**config.mk**
```make
export PLATFORM = sky130hd
export DESIGN_NAME = prog_width_oneshot
export DESIGN_NICKNAME = d
export VERILOG_FILES = /design/src/rtl/pwo_pkg.sv /design/src/rtl/pwo_edge_sync.sv /design/src/rtl/pwo_timer.sv /design/src/rtl/pwo_out_stage.sv /design/src/rtl/prog_width_oneshot.sv
export SDC_FILE = /design/constraint.sdc
export NUM_CORES = 1
export LEC_CHECK = 0
export BUFFER_PORTS_ARGS = -buffer_cell sky130_fd_sc_hd__buf_2
export CORE_UTILIZATION = 40
export DETAILED_ROUTE_END_ITERATION = 8
export GPL_TIMING_DRIVEN = 0
export SLEW_MARGIN = 20
export SYNTH_ARGS = -nofsm -noshare
export SYNTH_HDL_FRONTEND = slang
export SYNTH_SLANG_ARGS = --single-unit
```
**constraint.sdc**
```tcl
create_clock -name clk -period 3.9 [get_ports clk]
set_input_delay 0.195 -clock clk [delete_from_list [all_inputs] [get_ports clk]]
set_output_delay 0.195 -clock clk [all_outputs]
set_load 0.1 [all_outputs]
```
**src/rtl/pwo_pkg.sv**
```systemverilog
package pwo_pkg;

    typedef enum logic [1:0] {
        ST_IDLE  = 2'd0,
        ST_DELAY = 2'd1,
        ST_PULSE = 2'd2,
        ST_RECOV = 2'd3
    } pwo_state_t;

    typedef struct packed {
        pwo_state_t st;
        logic       busy;
    } pwo_phase_t;

    function automatic int unsigned pwo_max3(input int unsigned a,
                                             input int unsigned b,
                                             input int unsigned c);
        int unsigned m;
        m = (a > b) ? a : b;
        return (m > c) ? m : c;
    endfunction

    function automatic int unsigned pwo_longest(input int unsigned base,
                                                input int unsigned step,
                                                input int unsigned code_bits);
        return base + step * ((1 << code_bits) - 1);
    endfunction

endpackage

```
**src/rtl/pwo_edge_sync.sv**
```systemverilog
module pwo_edge_sync (
    input  logic clk,
    input  logic rst,
    input  logic async_i,
    output logic rise_o
);
    localparam int STAGES = 2;

    logic [STAGES-1:0] sync_q;
    logic              hist_q;

    always_ff @(posedge clk) begin
        if (rst) begin
            sync_q <= '0;
            hist_q <= 1'b0;
        end else begin
            sync_q <= {sync_q[STAGES-2:0], async_i};
            hist_q <= sync_q[STAGES-1];
        end
    end

    assign rise_o = sync_q[STAGES-1] & ~hist_q;

    // a detected edge lasts exactly one cycle
    a_r2_single_cycle_rise: assert property (@(posedge clk) disable iff (rst)
        rise_o |=> !rise_o);

endmodule

```
**src/rtl/pwo_timer.sv**
```systemverilog
module pwo_timer
    import pwo_pkg::*;
#(
    parameter int unsigned CODE_W    = 8,
    parameter int unsigned BASE_CYC  = 2,
    parameter int unsigned STEP_CYC  = 1,
    parameter int unsigned DELAY_CYC = 3,
    parameter int unsigned RECOV_CYC = 4
) (
    input  logic              clk,
    input  logic              rst,
    input  logic              rise_i,
    input  logic [CODE_W-1:0] code_i,
    output logic              fire_next_o
);
    localparam int unsigned LONGEST = pwo_longest(BASE_CYC, STEP_CYC, CODE_W);
    localparam int unsigned CNT_W   = $clog2(pwo_max3(LONGEST, DELAY_CYC, RECOV_CYC) + 2);

    pwo_phase_t       ph_q, ph_d;
    logic [CNT_W-1:0] cnt_q, cnt_d;
    logic [CNT_W-1:0] target;
    logic             len_hit;

    always_comb begin
        target  = CNT_W'(BASE_CYC) + CNT_W'(STEP_CYC) * CNT_W'(code_i);
        len_hit = (cnt_q + 1'b1) >= target;
    end

    always_comb begin
        ph_d  = ph_q;
        cnt_d = cnt_q + 1'b1;
        unique case (ph_q.st)
            ST_IDLE: begin
                cnt_d = '0;
                if (rise_i) ph_d = '{st: ST_DELAY, busy: 1'b1};
            end
            ST_DELAY: begin
                if (cnt_q == CNT_W'(DELAY_CYC - 1)) begin
                    ph_d  = '{st: ST_PULSE, busy: 1'b1};
                    cnt_d = '0;
                end
            end
            ST_PULSE: begin
                if (len_hit) begin
                    ph_d  = '{st: ST_RECOV, busy: 1'b1};
                    cnt_d = '0;
                end
            end
            ST_RECOV: begin
                if (cnt_q == CNT_W'(RECOV_CYC - 1)) begin
                    ph_d  = '{st: ST_IDLE, busy: 1'b0};
                    cnt_d = '0;
                end
            end
            default: begin
                ph_d  = '{st: ST_IDLE, busy: 1'b0};
                cnt_d = '0;
            end
        endcase
    end

    always_ff @(posedge clk) begin
        if (rst) begin
            ph_q  <= '{st: ST_IDLE, busy: 1'b0};
            cnt_q <= '0;
        end else begin
            ph_q  <= ph_d;
            cnt_q <= cnt_d;
        end
    end

    assign fire_next_o = (ph_d.st == ST_PULSE) && !rst;

    // a pulse is always preceded by the start delay
    a_r3_no_skip_delay: assert property (@(posedge clk) disable iff (rst)
        (ph_q.st == ST_IDLE) |=> (ph_q.st == ST_IDLE || ph_q.st == ST_DELAY));

    // no new start while delaying or pulsing
    a_r4_busy_ignores: assert property (@(posedge clk) disable iff (rst)
        (ph_q.st == ST_PULSE) |=> (ph_q.st == ST_PULSE || ph_q.st == ST_RECOV));

    // recovery never restarts directly
    a_r5_recov_lock: assert property (@(posedge clk) disable iff (rst)
        (ph_q.st == ST_RECOV) |=> (ph_q.st != ST_DELAY && ph_q.st != ST_PULSE));

    // reaching the live length ends the pulse on the next edge
    a_r8_live_end: assert property (@(posedge clk) disable iff (rst)
        (ph_q.st == ST_PULSE && len_hit) |=> (ph_q.st == ST_RECOV));

    // length counter stays within the longest setting
    a_r1_count_bound: assert property (@(posedge clk) disable iff (rst)
        (ph_q.st == ST_PULSE) |-> (cnt_q < CNT_W'(LONGEST)));

endmodule

```
**src/rtl/pwo_out_stage.sv**
```systemverilog
module pwo_out_stage (
    input  logic clk,
    input  logic rst,
    input  logic fire_next_i,
    output logic pulse_o,
    output logic pulse_n_o
);
    logic true_q, inv_q;

    always_ff @(posedge clk) begin
        if (rst) begin
            true_q <= 1'b0;
            inv_q  <= 1'b1;
        end else begin
            true_q <= fire_next_i;
            inv_q  <= !fire_next_i;
        end
    end

    assign pulse_o   = true_q;
    assign pulse_n_o = inv_q;

    // the two output flops stay complementary
    a_r6_complement: assert property (@(posedge clk) disable iff (rst)
        pulse_n_o == !pulse_o);

    // reset parks the outputs at idle levels
    a_r7_reset_idle: assert property (@(posedge clk)
        rst |=> (!pulse_o && pulse_n_o));

endmodule

```
**src/rtl/prog_width_oneshot.sv**
```systemverilog
module prog_width_oneshot
    import pwo_pkg::*;
#(
    parameter int unsigned CODE_W    = 8,
    parameter int unsigned BASE_CYC  = 2,
    parameter int unsigned STEP_CYC  = 1,
    parameter int unsigned DELAY_CYC = 3,
    parameter int unsigned RECOV_CYC = 4
) (
    input  logic              clk,
    input  logic              rst,
    input  logic              trig_i,
    input  logic [CODE_W-1:0] code_i,
    output logic              pulse_o,
    output logic              pulse_n_o
);
    logic rise;
    logic fire_next;

    pwo_edge_sync u_sync (
        .clk     (clk),
        .rst     (rst),
        .async_i (trig_i),
        .rise_o  (rise)
    );

    pwo_timer #(
        .CODE_W    (CODE_W),
        .BASE_CYC  (BASE_CYC),
        .STEP_CYC  (STEP_CYC),
        .DELAY_CYC (DELAY_CYC),
        .RECOV_CYC (RECOV_CYC)
    ) u_timer (
        .clk         (clk),
        .rst         (rst),
        .rise_i      (rise),
        .code_i      (code_i),
        .fire_next_o (fire_next)
    );

    pwo_out_stage u_out (
        .clk         (clk),
        .rst         (rst),
        .fire_next_i (fire_next),
        .pulse_o     (pulse_o),
        .pulse_n_o   (pulse_n_o)
    );

endmodule

```
======== Yosys cells after proc, flatten, opt, wreduce, memory -nomap -nowiden ========
Cells that the tools add are included.
storage, ports and cells
  flip-flop bits (word level) ............. 16
  bits of input ports ..................... 11
  output and inout bits ................... 2
  word-level logic and storage cells ...... 30
cells by class
  add/sub/neg operators ................... 2
  $lt $le $gt $ge ......................... 1
  eq/ne operators ......................... 6
  multiplexer cells ....................... 9
  bitwise operators ....................... 2
  reduce and logical (&&, ||, !) cells .... 4
operator list
  cell                 number
  $pmux 9 s4           1
  $mux 9               3
  $eq 9x2->1 const B   2
  $mux 3               4
  $pmux 3 s4           1
  $add 2x8->9 const A  1
  $add 9x1->9 const B  1
  $ge 9x9->1           1
  $eq 2x2->1 const B   3
  $eq 2x1->1 const B   1
  $logic_not 1->1      2
  $logic_not 2->1      1
  $and 1x1->1          1
  $logic_and 1x1->1    1
  $not 1->1            1

======== Longest topological paths before layout ========
Gate-level depths: netlist of run 1.
  depth in word-level cells ............... 7
  gate-level depth with buffers ........... 11
  depth with buffers taken out ............ 11

======== Cells and area by module ========
From an unflattened synthesis of run 1, not the netlist that was laid out.
unflattened totals
  cell total of the unflattened synthesis .. 119
  area total of the unflattened synthesis .. 1042.2 µm²
by module, submodules not included
  module         times used  cells an instance  area each (µm²)  sequential area each (µm²)
  pwo_timer      1           108                902.1            220.2
  pwo_edge_sync  1           7                  87.6             60.1
  pwo_out_stage  1           4                  52.6             40.0

======== Worst setup path after synthesis of run 1 ========
Ideal clock, no wire load.
  kind .................................... flip-flop to flip-flop
  start point ............................. reg u_timer.cnt_q[0]
  end point ............................... reg u_timer.cnt_q[6]
  arrival time ............................ 2.588 ns
  setup slack ............................. 1.233 ns
  cell stages (with the launch flop) ...... 12
  path buffers ............................ 1
  period minus slack after synthesis ...... 2.667 ns
  path through ............................ dfxtp_1 > ha_1 > nand4_4 > nor2_1 > xnor2_1 > inv_1 > ha_1 > a21oi_1 > nand2_1 > a2111o_1 > buf_6 > a32oi_2
on the way
  longest elaborated chain between the ends .. 4
RTL lines
  item                      RTL line                          RTL
  start: declaration        pwo_timer.sv:20                   logic [CNT_W-1:0] cnt_q, cnt_d;
  start signal: assignment  pwo_timer.sv:68                   cnt_q <= cnt_d;
  $add 9x1->9               pwo_timer.sv:26, pwo_timer.sv:31
  $ge 9x9->1                pwo_timer.sv:26                   len_hit = (cnt_q + 1'b1) >= target;
  $mux 9                    pwo_timer.sv:44                   if (len_hit) begin
  $pmux 9 s4 (*)            pwo_timer.sv:32                   unique case (ph_q.st)
Mark *: on every way between the ends. The rest lies on a longest branch, timed or not.
A chain may end at the register's enable or synchronous reset.

======== Final worst setup path of run 1 ========
Same ends and word-level chain as after synthesis.

==> flow_metrics.env, run 1 <==
export IMPL_endpoint_kind="flip-flop"
export IMPL_netlist_area_um2=1160
export IMPL_die_area_um2=3110
export IMPL_yosysUniqueCellTypes=42
export IMPL_initial_core_util=0.420
export IMPL_crit_fanout=9
export IMPL_final_setup_skew_ns=0.00233
export IMPL_fin_crit_ns=3.02
export IMPL_outcome="complete, no violations"
export IMPL_slew_headroom=0.674
export IMPL_worstSetupPathType="reg -> reg"
export IMPL_viasPerCell=5.58
export IMPL_cts_num_sinks=16
export IMPL_io_buffers=12
export IMPL_tns_ns=0
export IMPL_fmax_mhz=331
export IMPL_drc_errors=0
export IMPL_coreArea_um2=2760
export IMPL_clk_pin_slew_ns=0.08
export IMPL_htree_num_levels=1
export IMPL_maxCapViolations=0
export IMPL_synth_avg_cell_area_um2=8.97
export IMPL_synth_seq_area_share=0.277
export IMPL_die_w_um=55.8
export IMPL_clk_latency_ns=0.28
export IMPL_setup_viol=0
export IMPL_drt_iter0_drc=33
export IMPL_grtUsageMet2=0.284
export IMPL_use_met3=0.0140
export IMPL_routed_wl_um=2210
export IMPL_ir_worst_vdd_mv=0.143
export IMPL_grtUsageTotal=0.155
export IMPL_max_stage_delay_ns=0.43
export IMPL_cts_root_buffer="clkbuf_4"
export IMPL_antenna_found_initial=0
export IMPL_final_common_cell="dfxtp_1"
export IMPL_drive_gt1_frac=0.188
export IMPL_n_fill_cell=277
export IMPL_rows=19
export IMPL_synth_flop_cell="dfxtp_1"
export IMPL_timing_hold_violations_final=0
export IMPL_hold_class="in -> reg"
export IMPL_rsz0062_at_grt="false"
export IMPL_synthCells=129
export IMPL_die_h_um=55.8
export IMPL_critPathMostFrequentCell="ha_1"
export IMPL_crit_chain="ha_1 -> nand4_4 -> nor2_1 -> xnor2_1 -> inv_1 -> ha_1 -> a21oi_1 -> nand2_1 -> a2111o_1 -> buf_6 -> a32oi_2"
export IMPL_ant_nets=0
export IMPL_vias=977
export IMPL_met1_usage=0.180
export IMPL_busiest_layer="met2"
export IMPL_ys_warn_count=0
export IMPL_worst_pin_slew_ns=0.484
export IMPL_hold_depth=2
export IMPL_startpoint_type="flip-flop"
export IMPL_synth_edf_count=0
export IMPL_finalCritPeriodShare=0.774
export IMPL_worstPathRequired_ns=4.10
export IMPL_boundaryPins=13
export IMPL_grt_pass1_vias=932
export IMPL_areaGrowthSynthToFinish_pct=10.5
export IMPL_hpwl_um=1830
export IMPL_grt_pass1_wl_um=3860
export IMPL_cts_buffers=3
export IMPL_holdBufCountCts=0
export IMPL_wl_per_cell_um=12.6
export IMPL_cts_tree="done"
export IMPL_dp_cells=172
export IMPL_r2r_cells=11
export IMPL_final_instance_count_excl_fill=175
export IMPL_ys_ff_latch=16
export IMPL_cts_resized=0
export IMPL_clock_path_buffers=2
export IMPL_synthArstFlopShare=0
export IMPL_grt_overflow=0
export IMPL_synth_fp_nets=151
export IMPL_cts_setup_buffers=0
export IMPL_slowest_stage="dfxtp_1"
export IMPL_num_antenna_cells=0
export IMPL_path_buf_inv=2
export IMPL_cp_top_family="compound AO/OA/AOI/OAI gates"
export IMPL_mostFrequentLayoutCells="dfxtp_1, inv_1, buf_2"
export IMPL_p_leak_nw=0.553
export IMPL_layout_nets=168
export IMPL_path_depth=11
export IMPL_arrival_ns=3.22
export IMPL_drt_pass1_iterations=4
export IMPL_final_max_slew_violation_count=0
export IMPL_pwr_density_cell_nw_per_um2=222
export IMPL_place_congestion=0.769
export IMPL_grt_max_degree=10
==> final timing paths <==
check	from	endpoint	slack (ns)
worst max-delay path	u_timer.cnt_q[0]	u_timer.cnt_q[6]	0.88
worst min-delay path	trig_i	u_sync.sync_q[0]	0.13
worst max register to register	u_timer.cnt_q[0]	u_timer.cnt_q[6]	0.88
worst min register to register	u_sync.sync_q[0]	u_sync.sync_q[1]	0.45
==> final cells by class <==
cell class,count,area (um^2),area share
clock buffer,3,22.5,0.0176
inverter,12,45.0,0.0352
buffer,2,15.0,0.0117
timing repair buffer,12,60.1,0.0470
sequential,16,320,0.250
tap,31,38.8,0.0303
multi-input combinational,99,777,0.608
==> per-stage QoR <==
step                hold WS, ns  power, W  setup WS (ns)   util  area, um^2
CTS                       0.128  0.000289          0.878  0.464        1280
global route              0.133  0.000302          0.602  0.464        1280
floorplan                 0.264  0.000193           1.23      -        1160
detailed placement        0.419  0.000207          0.908  0.456        1260
global placement          0.410  0.000205          0.958  0.456        1260
finish                    0.129  0.000284          0.882  0.464        1280
==> logic make-up after synthesis <==
kind of cell	Yosys count	share of synthesized area
xor+xnor	10	0.0757
fa+ha+maj	11	0.119
simple gates	44	0.242
compound gates	34	0.235
flops	16	0.277
buf+inv	14	0.0519
==> synth_stat cells (2+ instances only) <==
master,instances,area [um^2]
nor2b_1,4,25.0
a31oi_1,8,50.1
inv_1,12,45.0
and3_1,2,12.5
nor2_1,6,22.5
xnor2_1,4,35.0
o21ai_1,2,10.0
ha_1,11,138
a21oi_1,4,20.0
o21a_1,4,30.0
nand2_1,7,26.3
xor2_1,6,52.6
dfxtp_1,16,320
nor3_1,2,10.0
nand3_1,11,55.1
o21ai_0,3,15.0
nand2b_1,2,12.5
==> state kept, by name (all words and copies together), names as in the netlist <==
name and count:
u_sync.hist_q 1, u_sync.sync_q 2, u_out.pulse_n_o 1, u_timer.cnt_q 9, u_timer.ph_q 2, u_out.pulse_o 1
==> power breakdown <==
group	switching, W	internal, W
sequential	0.00000102	0.000165
clock	0.0000460	0.0000358
combinational	0.0000202	0.0000158
==> per-layer routing <==
layer	vias to the layer above	wire, um
met3	2	43
met2	14	1140
met5	-	0
li1	509	-
met1	452	1010
met4	0	21
No activity file was read; power rests on OpenSTA's default activity.
==> run 2: changes to the inputs <==
--- a/config.mk
+++ b/config.mk
@@ -5,6 +5,7 @@
 export SDC_FILE = /design/constraint.sdc
 export NUM_CORES = 1
 export LEC_CHECK = 0
+export ABC_AREA = 1
 export BUFFER_PORTS_ARGS = -buffer_cell sky130_fd_sc_hd__buf_2
 export CORE_UTILIZATION = 40
 export DETAILED_ROUTE_END_ITERATION = 8
==> constraint.sdc (replaced) <==
create_clock -name clk -period 3.1 [get_ports clk]
set_input_delay 0.155 -clock clk [delete_from_list [all_inputs] [get_ports clk]]
set_output_delay 0.155 -clock clk [all_outputs]
set_load 0.1 [all_outputs]
==> flow_metrics.env, run 2 <==
export IMPL_outcome="complete, no violations"
export IMPL_ys_ff_latch=16
export IMPL_holdBufCountCts=0
export IMPL_n_fill_cell=265
export IMPL_die_area_um2=2800
export IMPL_place_congestion=0.796
export IMPL_hold_class="in -> reg"
export IMPL_p_leak_nw=0.618
export IMPL_design_area_um2=1170
export IMPL_htree_num_levels=1
export IMPL_ys_warn_count=0
export IMPL_areaGrowthSynthToFinish_pct=12.9
export IMPL_r2r_setup_slack_ns=0.85
export IMPL_wl_per_cell_um=8.74
export IMPL_final_max_slew_violation_count=0
export IMPL_final_instance_count_excl_fill=197
export IMPL_worst_pin_slew_ns=0.482
export IMPL_boundaryPins=13
export IMPL_synth_edf_count=0
export IMPL_slew_headroom=0.681
export IMPL_drt_pass1_iterations=4
export IMPL_drt_iter0_drc=11
export IMPL_tns_ns=0
export IMPL_synthCells=151
export IMPL_biggestRegsByFlops="u_timer.cnt_q: 9 flops, u_sync.sync_q: 2 flops, u_timer.ph_q: 2 flops"
export IMPL_timing_hold_violations_final=0
export IMPL_grt_pass1_vias=793
export IMPL_layout_nets=190
export IMPL_synth_avg_cell_area_um2=6.86
export IMPL_place_area_um2=1130
export IMPL_yosysUniqueCellTypes=21
export IMPL_synth_area_leaders="dfxtp_1, ha_1, inv_1"
export IMPL_finalCritPeriodShare=0.727
export IMPL_pwr_density_cell_nw_per_um2=329
export IMPL_rows=18
export IMPL_coreArea_um2=2450
export IMPL_die_w_um=52.9
export IMPL_largest_reg_flops=9
export IMPL_grt_max_degree=10
export IMPL_startpoint_type="flip-flop"
export IMPL_synth_top_cells_by_count="inv_1, nand2_1, nor2_1"
export IMPL_synth_top_area_share=0.309
export IMPL_cts_root_buffer="clkbuf_4"
export IMPL_synthArstFlopShare=0
export IMPL_crit_fanout=9
export IMPL_ir_worst_vdd_mv=0.328
export IMPL_setup_viol=0
export IMPL_endpoint_kind="flip-flop"
export IMPL_rsz0062_at_grt="false"
export IMPL_holdWs_ns=0.0592
export IMPL_fin_crit_ns=2.25
export IMPL_worstSetupPathType="reg -> reg"
export IMPL_grt_overflow=0
export IMPL_cts_buffers=3
export IMPL_hpwl_um=1430
export IMPL_arrival_ns=2.48
export IMPL_final_setup_skew_ns=0.00296
export IMPL_cts_tree="done"
export IMPL_drive_gt1_frac=0.150
export IMPL_synth_flop_cell="dfxtp_1"
export IMPL_cts_resized=0
export IMPL_antenna_found_initial=0
export IMPL_mostFrequentLayoutCells="inv_1, nand2_1, nor2_1"
export IMPL_drc_errors=0
export IMPL_grt_pass1_wl_um=3080
export IMPL_yosys_area_top_type="dfxtp_1"
export IMPL_initial_core_util=0.422
export IMPL_dp_cells=193
export IMPL_die_h_um=52.9
export IMPL_fmax_mhz=444
export IMPL_grtUsageTotal=0.156
export IMPL_cts_num_sinks=16
export IMPL_clk_latency_ns=0.29
export IMPL_worstPathRequired_ns=3.33
export IMPL_clk_pin_slew_ns=0.09
export IMPL_clock_path_buffers=2
export IMPL_io_buffers=12
export IMPL_cts_setup_buffers=0
export IMPL_ant_nets=0
export IMPL_synth_fp_nets=173
export IMPL_netlist_area_um2=1040
export IMPL_num_antenna_cells=0
export IMPL_viasPerCell=4.64
export IMPL_vias=914
export IMPL_routed_wl_um=1720
export IMPL_synth_seq_area_share=0.309
export IMPL_maxCapViolations=0
export IMPL_largest_register="u_timer.cnt_q"
run 2: cell types whose count changed in the layout (fill, tap and decap cells not counted), sizes merged, moves of 4 or more:
cell	previous run	this run
nor2b	4	0
a31oi	8	0
nor2	6	23
nand2	7	35
inv	12	32
o21a	4	0
run 2: worst paths after layout:
path	from	to	depth (start not counted)
hold / removal	trig_i	u_sync.sync_q[0]	3
setup / recovery	u_timer.cnt_q[0]	u_timer.cnt_q[1]	12
setup reg to reg	u_timer.cnt_q[0]	u_timer.cnt_q[1]	12
hold reg to reg	u_sync.sync_q[0]	u_sync.sync_q[1]	2
run 2: cells by family after synthesis:
logic type / Yosys count / synth area share
flops: 16 / 0.309
xor+xnor: 7 / 0.0592
simple gates: 75 / 0.330
buf+inv: 32 / 0.116
compound gates: 10 / 0.0531
fa+ha+maj: 11 / 0.133
run 2: layout make-up:
class                      instances  area, um^2  area share
multi-input combinational        103         596       0.509
sequential                        16         320       0.274
clock buffer                       4        36.3      0.0310
inverter                          32         120       0.103
timing repair buffer              12        60.1      0.0513
tap                               30        37.5      0.0321
run 2: critical path, cell delays in order (launching register included):
cell and delay, ns:
dfxtp_1 0.41, ha_1 0.23, nand3_2 0.12, nor2_2 0.12, nand3_1 0.09, xor2_1 0.21
inv_1 0.07, ha_1 0.30, a21oi_1 0.23, nand3_1 0.12, nand2_2 0.09, nand2_4 0.09
nor2_1 0.11
run 2: per-stage QoR:
stage,worst slack [ns],power [W],utilization
2_1_floorplan,1.17,0.000237,-
3_3_place_gp,0.905,0.000250,0.462
3_5_place_dp,0.836,0.000251,0.462
4_1_cts,0.795,0.000393,0.477
5_1_grt,0.591,0.000409,0.477
6_report,0.846,0.000385,0.477
run 2: power by group:
group / switching [W] / internal, W
combinational: 0.0000209 / 0.0000159
clock: 0.0000675 / 0.0000716
sequential: 0.00000127 / 0.000208
total: 0.0000897 / 0.000295
run 2: layer usage:
metal,share of wire,GRT usage,vias up
met4,0.0058,0.0526,0
met3,0.038,0.0603,2
met2,0.46,0.255,9
met1,0.49,0.184,405
li1,-,-,498
met5,0,0,-
==> run 3: changes to the inputs <==
==> constraint.sdc (replaced) <==
create_clock -name clk -period 2 [get_ports clk]
set_input_delay 0.1 -clock clk [delete_from_list [all_inputs] [get_ports clk]]
set_output_delay 0.1 -clock clk [all_outputs]
set_load 0.1 [all_outputs]
==> flow_metrics.env, run 3 (synthesized netlist as in run 2, its figures left out) <==
export IMPL_fin_crit_ns=2.09
export IMPL_largest_reg_flops=9
export IMPL_grtUsageTotal=0.177
export IMPL_grt_pass1_wl_um=3520
export IMPL_crit_chain="nand3_2 -> nor2_2 -> buf_4 -> nand4_1 -> xor2_1 -> inv_1 -> ha_1 -> nand2_1 -> nor2_2 -> nand2_2 -> nand3_2 -> nand2_4 -> nand2_8 -> nor2_4"
export IMPL_worst_slack_ns=-0.0949
export IMPL_hold_class="in -> reg"
export IMPL_violations="negative setup slack"
export IMPL_areaGrowthSynthToFinish_pct=39.9
export IMPL_htree_num_levels=1
export IMPL_power_w=0.000608
export IMPL_cts_buffers=3
export IMPL_cts_tree="done"
export IMPL_place_congestion=0.796
export IMPL_crit_fanout=5
export IMPL_arrival_ns=2.33
export IMPL_clk_pin_slew_ns=0.09
export IMPL_worst_pin_slew_ns=0.579
export IMPL_viasPerCell=4.68
export IMPL_biggestRegsByFlops="u_timer.cnt_q: 9 flops, u_sync.sync_q: 2 flops, u_timer.ph_q: 2 flops"
export IMPL_grt_pass1_vias=872
export IMPL_worstPathRequired_ns=2.23
export IMPL_pwr_density_cell_nw_per_um2=419
export IMPL_mostFrequentLayoutCells="inv_1, nand2_1, buf_2, dfxtp_1"
export IMPL_coreArea_um2=2450
export IMPL_grt_overflow=0
export IMPL_routed_wl_um=2200
export IMPL_holdWs_ns=0.0228
export IMPL_final_max_slew_violation_count=0
export IMPL_n_fill_cell=224
export IMPL_final_setup_skew_ns=0.00244
export IMPL_boundaryPins=13
export IMPL_clk_latency_ns=0.29
export IMPL_fmax_mhz=477
export IMPL_p_leak_nw=0.692
export IMPL_finalCritPeriodShare=1.05
export IMPL_largest_register="u_timer.cnt_q"
export IMPL_max_stage_delay_ns=0.39
export IMPL_die_h_um=52.9
export IMPL_initial_core_util=0.422
export IMPL_num_antenna_cells=0
export IMPL_drt_pass1_iterations=4
export IMPL_wl_per_cell_um=10.5
export IMPL_clock_path_buffers=2
export IMPL_final_common_cell="inv_1"
export IMPL_cts_num_sinks=16
export IMPL_layout_nets=202
export IMPL_ant_nets=0
export IMPL_rows=18
export IMPL_rsz0062_at_grt="true"
export IMPL_maxCapViolations=0
export IMPL_setup_viol=12
export IMPL_vias=978
export IMPL_antenna_found_initial=0
export IMPL_ir_worst_vdd_mv=0.499
export IMPL_endpoint_kind="flip-flop"
export IMPL_outcome="finished, violations left"
export IMPL_io_buffers=12
export IMPL_slowest_stage="dfxtp_4"
export IMPL_die_w_um=52.9
export IMPL_worstSetupPathType="reg -> reg"
export IMPL_slew_headroom=0.613
export IMPL_timing_hold_violations_final=0
export IMPL_drc_errors=0
export IMPL_grt_max_degree=10
export IMPL_drt_iter0_drc=7
export IMPL_hpwl_um=1430
export IMPL_startpoint_type="flip-flop"
export IMPL_cts_root_buffer="clkbuf_4"
export IMPL_drive_gt1_frac=0.385
export IMPL_die_area_um2=2800
## run 3: cell count changes in the layout (fill, tap and decap cells not counted), moves of 4 or more
cell     change
nand2_2      +4
dfxtp_1      -4
nor2_2       +5
ha_4         +4
nand3_2      +4
nand2_1      -5
buf_4       +10
nor2_1       -8
ha_1         -4
nand3_1      -5
## run 3: report_power, final
group          total (W)  internal, W  leakage (nW)  switching [W]
combinational  0.0000688    0.0000295         0.538      0.0000393
clock           0.000219     0.000111        0.0210       0.000108
sequential      0.000320     0.000318         0.132     0.00000210
total           0.000608     0.000458         0.692       0.000149
## run 3: routing by layer
metal / global-route usage / vias up / routed length [um]
li1: - / 519 / -
met1: 0.201 / 441 / 936
met2: 0.310 / 12 / 1140
met3: 0.0603 / 6 / 71
met4: 0.0526 / 0 / 55
met5: 0 / - / 0
## run 3: through the flow
| stage | cell area, um^2 | setup WS (ns) | util | cells | setup TNS, ns |
|---|---|---|---|---|---|
| final | 1450 | -0.0949 | 0.590 | 209 | -0.910 |
| after floorplan | 1040 | 0.0700 | - | 151 | 0 |
| after detailed placement | 1130 | -0.264 | 0.462 | 193 | -2.91 |
| after CTS | 1320 | -0.0757 | 0.536 | 204 | -0.546 |
| after global routing | 1450 | -0.252 | 0.590 | 209 | -2.81 |
| after global placement | 1130 | -0.195 | 0.462 | 193 | -2.23 |
## run 3: worst max-delay path, delay by kind of cell, from the launching register on
kind | cells | cell delay [ns]
AND/OR/NAND/NOR | 10 | 0.91
flip-flops | 1 | 0.39
adder cells (fa/ha/maj) | 1 | 0.29
XOR/XNOR | 1 | 0.24
buffers and inverters | 2 | 0.20
## run 3: final timing paths
kind / startpoint / to / slack (ns) / cells past startpoint
setup / recovery: u_timer.cnt_q[0] / u_timer.cnt_q[2] / -0.09 / 14
setup reg to reg: u_timer.cnt_q[0] / u_timer.cnt_q[2] / -0.09 / 14
hold / removal: rst / u_timer.ph_q[1] / 0.02 / 2
hold reg to reg: u_sync.sync_q[0] / u_sync.sync_q[1] / 0.41 / 2
## run 3: area by class of cell
type / instances / area [um^2] / share of cell area
multi-input combinational: 104 / 777 / 0.536
timing repair buffer: 23 / 145 / 0.100
inverter: 32 / 120 / 0.0829
clock buffer: 4 / 36.3 / 0.0250
sequential: 16 / 333 / 0.230
tap: 30 / 37.5 / 0.0259
## run 3: repair_timing
item / CTS / global route
hold endpoints to repair: 1 / 0
gates resized for setup: 21 / 23
hold buffers: 1 / 0
pin swaps: 8 / 11
setup buffers: 5 / 5
setup endpoints to repair: 12 / 12
cloned: 1 / 0
